==> src/rtl/sws_pkg.sv <==
package sws_pkg;
  localparam int unsigned SWS_WORD_W = 16;

  typedef enum logic {
    DIR_RD = 1'b0,
    DIR_WR = 1'b1
  } sws_dir_e;
endpackage

==> src/rtl/sws_bitcnt.sv <==
// Frame slot counter: counts data pulses, wraps after the last one and
// spends the following pulse on the parity slot.
module sws_bitcnt #(
  parameter int unsigned WORD_W = 16
) (
  input  logic clk,
  input  logic rst_n,
  input  logic run,
  input  logic start,
  input  logic bit_tick,
  output logic word_first,
  output logic data_tick,
  output logic par_tick
);
  localparam int unsigned CNT_W = $clog2(WORD_W);
  localparam logic [CNT_W-1:0] CNT_LAST = CNT_W'(WORD_W - 1);

  logic [CNT_W-1:0] cnt_q, cnt_d;
  logic             slot_q, slot_d;
  logic             tick_en;
  logic             near_end;

  assign tick_en    = run && bit_tick && !start;
  assign near_end   = (cnt_q == CNT_LAST);
  assign word_first = tick_en && !slot_q && (cnt_q == '0);
  assign data_tick  = tick_en && !slot_q;
  assign par_tick   = tick_en && slot_q;

  always_comb begin
    cnt_d  = cnt_q;
    slot_d = slot_q;
    if (start) begin
      cnt_d  = '0;
      slot_d = 1'b0;
    end else if (tick_en) begin
      if (slot_q) begin
        slot_d = 1'b0;            // blocked pulse: count stays at zero
      end else if (near_end) begin
        cnt_d  = '0;
        slot_d = 1'b1;
      end else begin
        cnt_d  = cnt_q + 1'b1;
      end
    end
  end

  always_ff @(posedge clk or negedge rst_n) begin
    if (!rst_n) begin
      cnt_q  <= '0;
      slot_q <= 1'b0;
    end else begin
      cnt_q  <= cnt_d;
      slot_q <= slot_d;
    end
  end
endmodule

==> src/rtl/sws_wr_path.sv <==
// Parallel-to-serial path with odd parity generation.
module sws_wr_path #(
  parameter int unsigned WORD_W = 16
) (
  input  logic              clk,
  input  logic              rst_n,
  input  logic              en,
  input  logic              take,
  input  logic              word_first,
  input  logic              data_tick,
  input  logic              par_tick,
  input  logic [WORD_W-1:0] wr_word,
  output logic              ser_out
);
  logic [WORD_W-1:0] hold_q, hold_d;
  logic [WORD_W-1:0] shf_q, shf_d;
  logic [WORD_W-1:0] src;
  logic              par_q, par_d;
  logic              ser_q, ser_d;

  assign src     = take ? wr_word : hold_q;
  assign ser_out = ser_q;

  always_comb begin
    hold_d = take ? wr_word : hold_q;
    shf_d  = shf_q;
    par_d  = par_q;
    ser_d  = ser_q;
    if (!en) begin
      ser_d = 1'b0;
    end else if (word_first) begin
      shf_d = src;
      ser_d = src[0];
      par_d = 1'b1 ^ src[0];
    end else if (data_tick) begin
      shf_d = {1'b0, shf_q[WORD_W-1:1]};
      ser_d = shf_q[1];
      par_d = par_q ^ shf_q[1];
    end else if (par_tick) begin
      ser_d = par_q;
    end
  end

  always_ff @(posedge clk or negedge rst_n) begin
    if (!rst_n) begin
      hold_q <= '0;
      shf_q  <= '0;
      par_q  <= 1'b1;
      ser_q  <= 1'b0;
    end else begin
      hold_q <= hold_d;
      shf_q  <= shf_d;
      par_q  <= par_d;
      ser_q  <= ser_d;
    end
  end
endmodule

==> src/rtl/sws_rd_path.sv <==
// Serial-to-parallel path with parity check (toggle on each zero).
module sws_rd_path #(
  parameter int unsigned WORD_W = 16
) (
  input  logic              clk,
  input  logic              rst_n,
  input  logic              en,
  input  logic              start,
  input  logic              data_tick,
  input  logic              par_tick,
  input  logic              ser_in,
  output logic [WORD_W-1:0] rd_word,
  output logic              par_err,
  output logic              word_done
);
  logic [WORD_W-1:0] shf_q, shf_d;
  logic [WORD_W-1:0] out_q, out_d;
  logic              zpar_q, zpar_d;
  logic              err_q, err_d;
  logic              bad_frame;

  assign bad_frame = zpar_q ^ ~ser_in;
  assign word_done = en && par_tick;
  assign rd_word   = out_q;
  assign par_err   = err_q;

  always_comb begin
    shf_d  = shf_q;
    out_d  = out_q;
    zpar_d = zpar_q;
    err_d  = err_q;
    if (start) begin
      zpar_d = 1'b0;
      err_d  = 1'b0;
    end else if (en && data_tick) begin
      shf_d  = {ser_in, shf_q[WORD_W-1:1]};
      zpar_d = zpar_q ^ ~ser_in;
    end else if (en && par_tick) begin
      out_d  = shf_q;
      zpar_d = 1'b0;
      if (bad_frame) err_d = 1'b1;
    end
  end

  always_ff @(posedge clk or negedge rst_n) begin
    if (!rst_n) begin
      shf_q  <= '0;
      out_q  <= '0;
      zpar_q <= 1'b0;
      err_q  <= 1'b0;
    end else begin
      shf_q  <= shf_d;
      out_q  <= out_d;
      zpar_q <= zpar_d;
      err_q  <= err_d;
    end
  end
endmodule

==> src/rtl/sws_shifter.sv <==
module sws_shifter
  import sws_pkg::*;
#(
  parameter int unsigned WORD_W = SWS_WORD_W
) (
  input  logic              clk,
  input  logic              rst_n,
  input  logic              run,
  input  logic              start,
  input  logic              dir_wr,
  input  logic              bit_tick,
  input  logic              ser_in,
  output logic              ser_out,
  input  logic [WORD_W-1:0] wr_word,
  output logic [WORD_W-1:0] rd_word,
  output logic              svc_req,
  input  logic              svc_ack,
  output logic              par_err
);
  sws_dir_e dir;
  logic     en_wr, en_rd;
  logic     word_first, data_tick, par_tick;
  logic     rd_done;
  logic     take;
  logic     req_set;
  logic     req_q, req_d;

  assign dir   = sws_dir_e'(dir_wr);
  assign en_wr = run && (dir == DIR_WR);
  assign en_rd = run && (dir == DIR_RD);
  assign take  = req_q && svc_ack && (dir == DIR_WR);

  sws_bitcnt #(.WORD_W(WORD_W)) i_cnt (
    .clk        (clk),
    .rst_n      (rst_n),
    .run        (run),
    .start      (start),
    .bit_tick   (bit_tick),
    .word_first (word_first),
    .data_tick  (data_tick),
    .par_tick   (par_tick)
  );

  sws_wr_path #(.WORD_W(WORD_W)) i_wr (
    .clk        (clk),
    .rst_n      (rst_n),
    .en         (en_wr),
    .take       (take),
    .word_first (word_first),
    .data_tick  (data_tick),
    .par_tick   (par_tick),
    .wr_word    (wr_word),
    .ser_out    (ser_out)
  );

  sws_rd_path #(.WORD_W(WORD_W)) i_rd (
    .clk        (clk),
    .rst_n      (rst_n),
    .en         (en_rd),
    .start      (start),
    .data_tick  (data_tick),
    .par_tick   (par_tick),
    .ser_in     (ser_in),
    .rd_word    (rd_word),
    .par_err    (par_err),
    .word_done  (rd_done)
  );

  assign req_set = (en_wr && (start || word_first)) || rd_done;

  always_comb begin
    req_d = req_q;
    if (req_set)              req_d = 1'b1;
    else if (start)           req_d = 1'b0;
    else if (svc_ack)         req_d = 1'b0;
  end

  always_ff @(posedge clk or negedge rst_n) begin
    if (!rst_n) req_q <= 1'b0;
    else        req_q <= req_d;
  end

  assign svc_req = req_q;
endmodule

==> config.mk <==
export PLATFORM = sky130hd
export DESIGN_NAME = sws_shifter
export DESIGN_NICKNAME = d
export VERILOG_FILES = /design/src/rtl/sws_pkg.sv /design/src/rtl/sws_bitcnt.sv /design/src/rtl/sws_wr_path.sv /design/src/rtl/sws_rd_path.sv /design/src/rtl/sws_shifter.sv
export SDC_FILE = /design/constraint.sdc
export NUM_CORES = 1
export LEC_CHECK = 0
export BUFFER_PORTS_ARGS = -buffer_cell sky130_fd_sc_hd__clkbuf_2
export CORE_ASPECT_RATIO = 0.5
export CORE_MARGIN = 4
export CORE_UTILIZATION = 35
export CTS_BUF_LIST = sky130_fd_sc_hd__clkbuf_4 sky130_fd_sc_hd__clkbuf_8 sky130_fd_sc_hd__clkbuf_16
export DETAILED_ROUTE_END_ITERATION = 16
export PLACE_DENSITY_LB_ADDON = 0.15
export SYNTH_ARGS = -nofsm -noshare
export SYNTH_HDL_FRONTEND = slang
export SYNTH_SLANG_ARGS = --single-unit
export TNS_END_PERCENT = 30
==> constraint.sdc <==
create_clock -name clk -period 2 [get_ports clk]
set_input_delay 0.1 -clock clk [delete_from_list [all_inputs] [get_ports clk]]
set_output_delay 0.1 -clock clk [all_outputs]
set_load 0.02 [all_outputs]
==> impl_metrics.py, run 1 <==
metrics = {
    "status": {
        "run_status": "finished, final reports clean",
    },
    "route": {
        "wl_per_cell_um": 13.4,
        "drtIter0Drc": 113,
        "drc": 0,
        "routed_wl_mm": 5.36,
        "vias_per_cell": 4.76,
        "ant_nets": 0,
        "drt_pass1_iterations": 5,
        "dr_total_vias": 1904,
    },
    "sta": {
        "drv_slew": 0,
        "hold_violations": 0,
        "worst_pin_slew_ns": 0.442,
        "worst_hold_slack_ns": 0.0237,
        "min_period_ns": 1.72,
        "fmax_mhz": 582,
        "grt_setup_unrepaired": "no",
        "fin_skew_ns": 0.00454,
        "fin_crit_sh_pct": 86.0,
        "setup_viol": 0,
        "max-slew-margin-rel_pct": 70.5,
        "setup_tns_ns": 0,
    },
    "synthesis": {
        "async_flop_share_pct": 100,
        "syn-cell-area_um2": 3060,
        "synth_ff_type": "dfrtp_1",
        "synth.avg_cell_area_um2": 13.0,
        "synth_edf_count": 0,
        "synth.most_common_cell": "dfrtp_1",
        "synthCells": 235,
        "ys_top_cells_by_count": "dfrtp_1 (72), mux2_2 (48), nand2_1 (24)",
        "yosys.area.top_type": "dfrtp_1",
        "yosysTopAreaCellShare_pct": 58.9,
        "yosys.cell_types.count": 31,
        "ys_seq_area_share_pct": 59.8,
        "synthTopCellsByArea": "dfrtp_1 (59%), mux2_2 (18%), mux2i_1 (4.9%)",
        "syn_nets": 261,
        "synth_seq_cells": 73,
        "synth_warnings": 0,
    },
    "job": {
        "drv_cap": 0,
    },
    "grt": {
        "track_usage_pct": 11.8,
        "grt_pass1_wl_mm": 9.56,
        "grt_overflow": 0,
        "grt_max_degree": 74,
        "grt_pass1_vias": 1976,
        "antenna_found_initial": 0,
    },
    "pwr": {
        "combinationalPowerShare_pct": 11.6,
        "total_power_mw": 3.73,
        "power_switching_mw": 0.864,
        "p_int_mw": 2.87,
        "switching_share_pct": 23.2,
        "powerDensity_nw_per_um2": 1010,
        "power_frac_clock_pct": 39.6,
        "power_frac_seq_pct": 48.7,
        "leakage_nw": 1.87,
        "ir_worst_vdd_v": 0.000502,
    },
    "floorplan": {
        "core-area_um2": 8260,
        "die_h_um": 74.1,
        "start_util_pct": 37.0,
        "dieArea_um2": 10400,
        "die_w_um": 140,
        "num_rows": 23,
        "io_pins": 43,
    },
    "worst_hold_path": {
        "min_path_type": "in -> reg",
    },
    "finish": {
        "num_antenna_cells": 0,
        "syn_to_final_growth_pct": 20.8,
        "layout.nets": 309,
        "drive_gt1_share_pct": 41.0,
    },
    "setup_path": {
        "startpoint_type": "flop",
        "worstPathRequired_ns": 2.20,
        "crit_fanout": 7,
        "crit_type": "reg -> reg",
        "crit_path_end_kind": "flop",
        "worstPathArrival_ns": 1.92,
    },
    "clocking": {
        "cts-hold-fix-buffers": 1,
        "insertion_delay_ns": 0.33,
        "cts.root.buffer_cell": "clkbuf_16",
        "cts_tree": "yes",
        "cts_resized": 0,
        "cts.sinks": 73,
        "cts_buffer_depth": 2,
        "h-tree-depth": 3,
        "clk_pin_slew_ns": 0.05,
        "cts_made_buffers": 9,
        "cts_setup_buffers": 0,
    },
    "placement": {
        "routabilityCongestion": 0.678,
        "hpwl_mm": 3.59,
        "place.port_buffers": 42,
    },
}
final cells by class:
type                            count  area [µm²]
Tap cell                          112         140
Sequential cell                    73        1830
Clock buffer                       13         268
Inverter                            5        18.8
Clock inverter                      3        15.0
Timing Repair Buffer               49         278
Multi-Input combinational cell    145        1140
Fill cell                         787        4570
power groups by stage:
stage | Combinational (mW) | Clock [mW] | Sequential [mW]
2_1_floorplan | 0.320 | 0 | 1.81
3_3_place_gp | 0.428 | 0 | 1.84
3_5_place_dp | 0.445 | 0 | 1.85
4_1_cts | 0.448 | 1.54 | 1.82
5_1_grt | 0.503 | 1.61 | 1.85
6_report | 0.434 | 1.48 | 1.82
layer usage:
layer	vias up	part of all wire [%]	track usage (%)
met5	-	0	0
met1	940	46	14.2
met4	0	1.4	4.83
met3	8	4.7	5.07
met2	35	48	19.1
li1	921	-	-
cell families after synthesis:
group,after synthesis,synth area share (%)
buffers and inverters,17,2.91
muxes,63,22.6
and+or+nand+nor,44,7.29
DFF,73,59.8
adders and majority gates,2,0.819
AOI/OAI and AO/OA,34,6.02
xor gates and xnor gates,2,0.573
cell usage in the layout (no fill, tap or decap), types with 3 or more instances in the layout:
| cell | instances |
|---|---|
| a21oi_1 | 9 |
| buf_4 | 5 |
| clkbuf_16 | 9 |
| clkbuf_2 | 41 |
| clkinv_2 | 3 |
| dfrtp_1 | 72 |
| inv_1 | 5 |
| mux2_2 | 48 |
| mux2i_1 | 15 |
| nand2_1 | 24 |
| nand3_1 | 3 |
| nor2_1 | 7 |
| o21ai_0 | 20 |
final timing paths:
| check | startpoint | slack [ns] | end | cells after the start |
|---|---|---|---|---|
| setup reg to reg | i_cnt.cnt_q[0] | 0.28 | i_wr.shf_q[11] | 6 |
| max in group asynchronous | rst_n | 1.34 | i_wr.par_q | 3 |
| hold / removal | wr_word[3] | 0.02 | i_wr.hold_q[3] | 2 |
| setup / recovery | i_cnt.cnt_q[0] | 0.28 | i_wr.shf_q[11] | 6 |
| hold reg to reg | i_wr.shf_q[2] | 0.48 | i_wr.shf_q[2] | 2 |
| min in group asynchronous | rst_n | 0.33 | i_wr.hold_q[10] | 3 |
flip-flops by register name, summed over array words and instances, names as in the netlist:
| register | count |
|---|---|
| i_rd.rd_word | 16 |
| i_rd.shf_q | 16 |
| i_wr.hold_q | 16 |
| i_wr.shf_q | 15 |
| i_cnt.cnt_q | 4 |
| i_cnt.slot_q | 1 |
| i_rd.par_err | 1 |
| i_rd.zpar_q | 1 |
| i_wr.par_q | 1 |
| i_wr.ser_out | 1 |
| svc_req | 1 |
stage by stage:
| step | util, % | instance area [µm²] | worst slack [ns] | std cells |
|---|---|---|---|---|
| after global routing | 44.7 | 3690 | 0.121 | 400 |
| after detailed placement | 41.2 | 3400 | 0.287 | 383 |
| final | 44.7 | 3690 | 0.281 | 400 |
| after CTS | 44.7 | 3690 | 0.273 | 400 |
| after global placement | 41.2 | 3400 | 0.329 | 383 |
| after floorplan | - | 3060 | 0.403 | 235 |
critical path: stages (launching register included):
cell	delay (ns)
dfrtp_1	0.40
inv_1	0.10
ha_1	0.14
nor3b_2	0.38
buf_4	0.26
mux2i_1	0.21
o21ai_0	0.10
Note: power is estimated with default switching activity, not from simulation.
==> run 2: changes to the inputs <==
--- a/config.mk
+++ b/config.mk
@@ -5,9 +5,9 @@
 export SDC_FILE = /design/constraint.sdc
 export NUM_CORES = 1
 export LEC_CHECK = 0
-export BUFFER_PORTS_ARGS = -buffer_cell sky130_fd_sc_hd__clkbuf_2
+export BUFFER_PORTS_ARGS = -buffer_cell sky130_fd_sc_hd__buf_2
 export CORE_ASPECT_RATIO = 0.5
-export CORE_MARGIN = 4
+export CORE_MARGIN = 8
 export CORE_UTILIZATION = 35
 export CTS_BUF_LIST = sky130_fd_sc_hd__clkbuf_4 sky130_fd_sc_hd__clkbuf_8 sky130_fd_sc_hd__clkbuf_16
 export DETAILED_ROUTE_END_ITERATION = 16
==> run 2 against run 1 <==
  * Via count down 1.3%
  * Total power up 2.1%
  * First-iteration DRC count down 6.2%
  * Critical path depth unchanged
  * Design area up 0.54%
  * Non-clock buffer count down 1
  * Sequential power about the same
  * Global-route usage down 1.5 points
  * Routed wire length up 4.3%
==> impl_metrics.py, run 2 (same netlist as run 1, synthesis figures left out) <==
metrics = {
    "sta": {
        "fmax_mhz": 578,
        "setup_tns_ns": 0,
        "fin_crit_sh_pct": 86.5,
        "max-slew-margin-rel_pct": 65.7,
        "hold_violations": 0,
        "drv_slew": 0,
        "grt_setup_unrepaired": "no",
        "setup_viol": 0,
        "min_period_ns": 1.73,
        "worst_hold_slack_ns": 0.0187,
        "fin_skew_ns": 0.00490,
        "worst_pin_slew_ns": 0.515,
    },
    "finish": {
        "stdcell_count": 404,
        "syn_to_final_growth_pct": 21.4,
        "multi_input_area_um2": 1140,
        "num_antenna_cells": 0,
        "nFillCells": 839,
        "seq_area_um2": 1830,
        "layout.nets": 308,
        "final_common_cell": "dfrtp_1",
        "layout_common_cells": "dfrtp_1 (72), mux2_2 (48), buf_2 (42)",
        "drive_gt1_share_pct": 40.8,
    },
    "clocking": {
        "cts_tree": "yes",
        "cts_made_buffers": 9,
        "insertion_delay_ns": 0.33,
        "cts.sinks": 73,
        "cts.root.buffer_cell": "clkbuf_16",
        "cts_buffer_depth": 2,
        "cts_setup_buffers": 0,
        "clk_pin_slew_ns": 0.06,
        "h-tree-depth": 3,
    },
    "job": {
        "drv_cap": 0,
    },
    "setup_path": {
        "crit_type": "reg -> reg",
        "crit_path_end_kind": "flop",
        "cp_slowest_cell": "dfrtp_1",
        "crit_fanout": 19,
        "cp_slowest_stage_delay_ns": 0.40,
        "r2r_end": "i_wr.par_q",
        "cp_cell_sequence": "inv_1 -> ha_1 -> nor3b_2 -> buf_12 -> mux2_2 -> o22a_1",
        "rr_worst_depth": 6,
        "reg2reg_slack_ns": 0.27,
        "worstPathRequired_ns": 2.26,
        "startpoint_type": "flop",
        "r2r_start": "i_cnt.cnt_q[0]",
        "worstPathArrival_ns": 1.99,
    },
    "grt": {
        "grt_pass1_vias": 1972,
        "grt_pass1_wl_mm": 9.72,
        "track_usage_pct": 10.3,
        "grt_max_degree": 53,
        "antenna_found_initial": 0,
        "grt_overflow": 0,
    },
    "route": {
        "vias_per_cell": 4.65,
        "wl_per_cell_um": 13.8,
        "drc": 0,
        "routed_wl_mm": 5.59,
        "dr_total_vias": 1879,
        "drt_pass1_iterations": 4,
        "ant_nets": 0,
        "drtIter0Drc": 106,
    },
    "pwr": {
        "switching_share_pct": 23.5,
        "p_int_mw": 2.91,
        "ir_worst_vdd_v": 0.000499,
        "combinationalPowerShare_pct": 11.4,
        "power_frac_clock_pct": 40.9,
        "power_switching_mw": 0.896,
        "leakage_nw": 1.89,
        "powerDensity_nw_per_um2": 1030,
        "power_frac_seq_pct": 47.7,
        "total_power_mw": 3.81,
    },
    "placement": {
        "hpwl_mm": 3.75,
        "place.port_buffers": 42,
        "placed_cells_incl_taps": 387,
        "routabilityCongestion": 0.678,
    },
    "worst_hold_path": {
        "hold_path_end": "i_wr.hold_q[12]",
        "min_path_type": "in -> reg",
        "holdPathStages": 2,
        "hp-start": "wr_word[12]",
    },
    "floorplan": {
        "num_rows": 24,
        "io_pins": 43,
        "core-area_um2": 8590,
        "start_util_pct": 35.6,
        "die_w_um": 148,
        "dieArea_um2": 12200,
        "die_h_um": 82.1,
    },
    "status": {
        "run_status": "finished, final reports clean",
    },
}
run 2: changes by cell type in the layout (fill, tap and decap cells not counted), sizes merged:
cell / previous run / this run
buf: 7 / 47
bufinv: 0 / 1
clkbuf: 54 / 10
clkinv: 3 / 5
run 2: layer usage:
layer | GRT usage (%) | vias to the layer above | part of all wire [%]
li1 | - | 921 | -
met1 | 12.0 | 923 | 46
met4 | 4.64 | 0 | 1.5
met3 | 4.34 | 8 | 4.6
met2 | 16.5 | 27 | 48
met5 | 0 | - | 0
run 2: power by group through the flow:
stage	sequential (mW)	clock [mW]	combinational, mW
finish	1.82	1.56	0.434
floorplan	1.81	0	0.320
detailed placement	1.84	0	0.447
global route	1.85	1.69	0.505
global placement	1.83	0	0.433
CTS	1.82	1.61	0.449
run 2: how the worst max path moves through the flow:
stage                               from        endpoint  slack (ns)  depth (start not counted)
after global routing      i_cnt.cnt_q[0]      i_wr.par_q        0.23                          6
final                     i_cnt.cnt_q[0]      i_wr.par_q        0.27                          6
after floorplan           i_cnt.cnt_q[0]  i_wr.shf_q[11]        0.40                          7
after CTS                 i_cnt.cnt_q[0]      i_wr.par_q        0.28                          6
after detailed placement  i_cnt.cnt_q[0]      i_wr.par_q        0.30                          6
after global placement    i_cnt.cnt_q[0]      i_wr.par_q        0.39                          6
run 2: cell type report:
| cell class | instances | share of cell area, % |
|---|---|---|
| clock buffer | 10 | 6.27 |
| clock inverter | 6 | 1.58 |
| inverter | 5 | 0.506 |
| multi-input combinational | 145 | 30.8 |
| sequential | 73 | 49.2 |
| tap | 117 | 3.94 |
| timing repair buffer | 48 | 7.62 |
run 2: through the flow:
stage / area [µm²] / worst slack (ns) / utilization (%)
4_1_cts: 3710 / 0.276 / 43.2
5_1_grt: 3710 / 0.228 / 43.2
2_1_floorplan: 3060 / 0.403 / -
3_5_place_dp: 3410 / 0.296 / 39.7
6_report: 3710 / 0.270 / 43.2
3_3_place_gp: 3410 / 0.391 / 39.7
run 2: critical path, delay by kind of cell, from the launching register on:
family	cells	cell delay, ns
flip-flops	1	0.40
AND/OR/NAND/NOR	1	0.25
adder cells (fa/ha/maj)	1	0.15
multiplexers	1	0.34
buffers and inverters	2	0.32
AO/OA/AOI/OAI	1	0.18
run 2: repair_timing:
action,CTS,global route
hold buffers,1,0
endpoints found under the hold margin,21,0
setup endpoints to repair,0,0
resized for setup,0,0
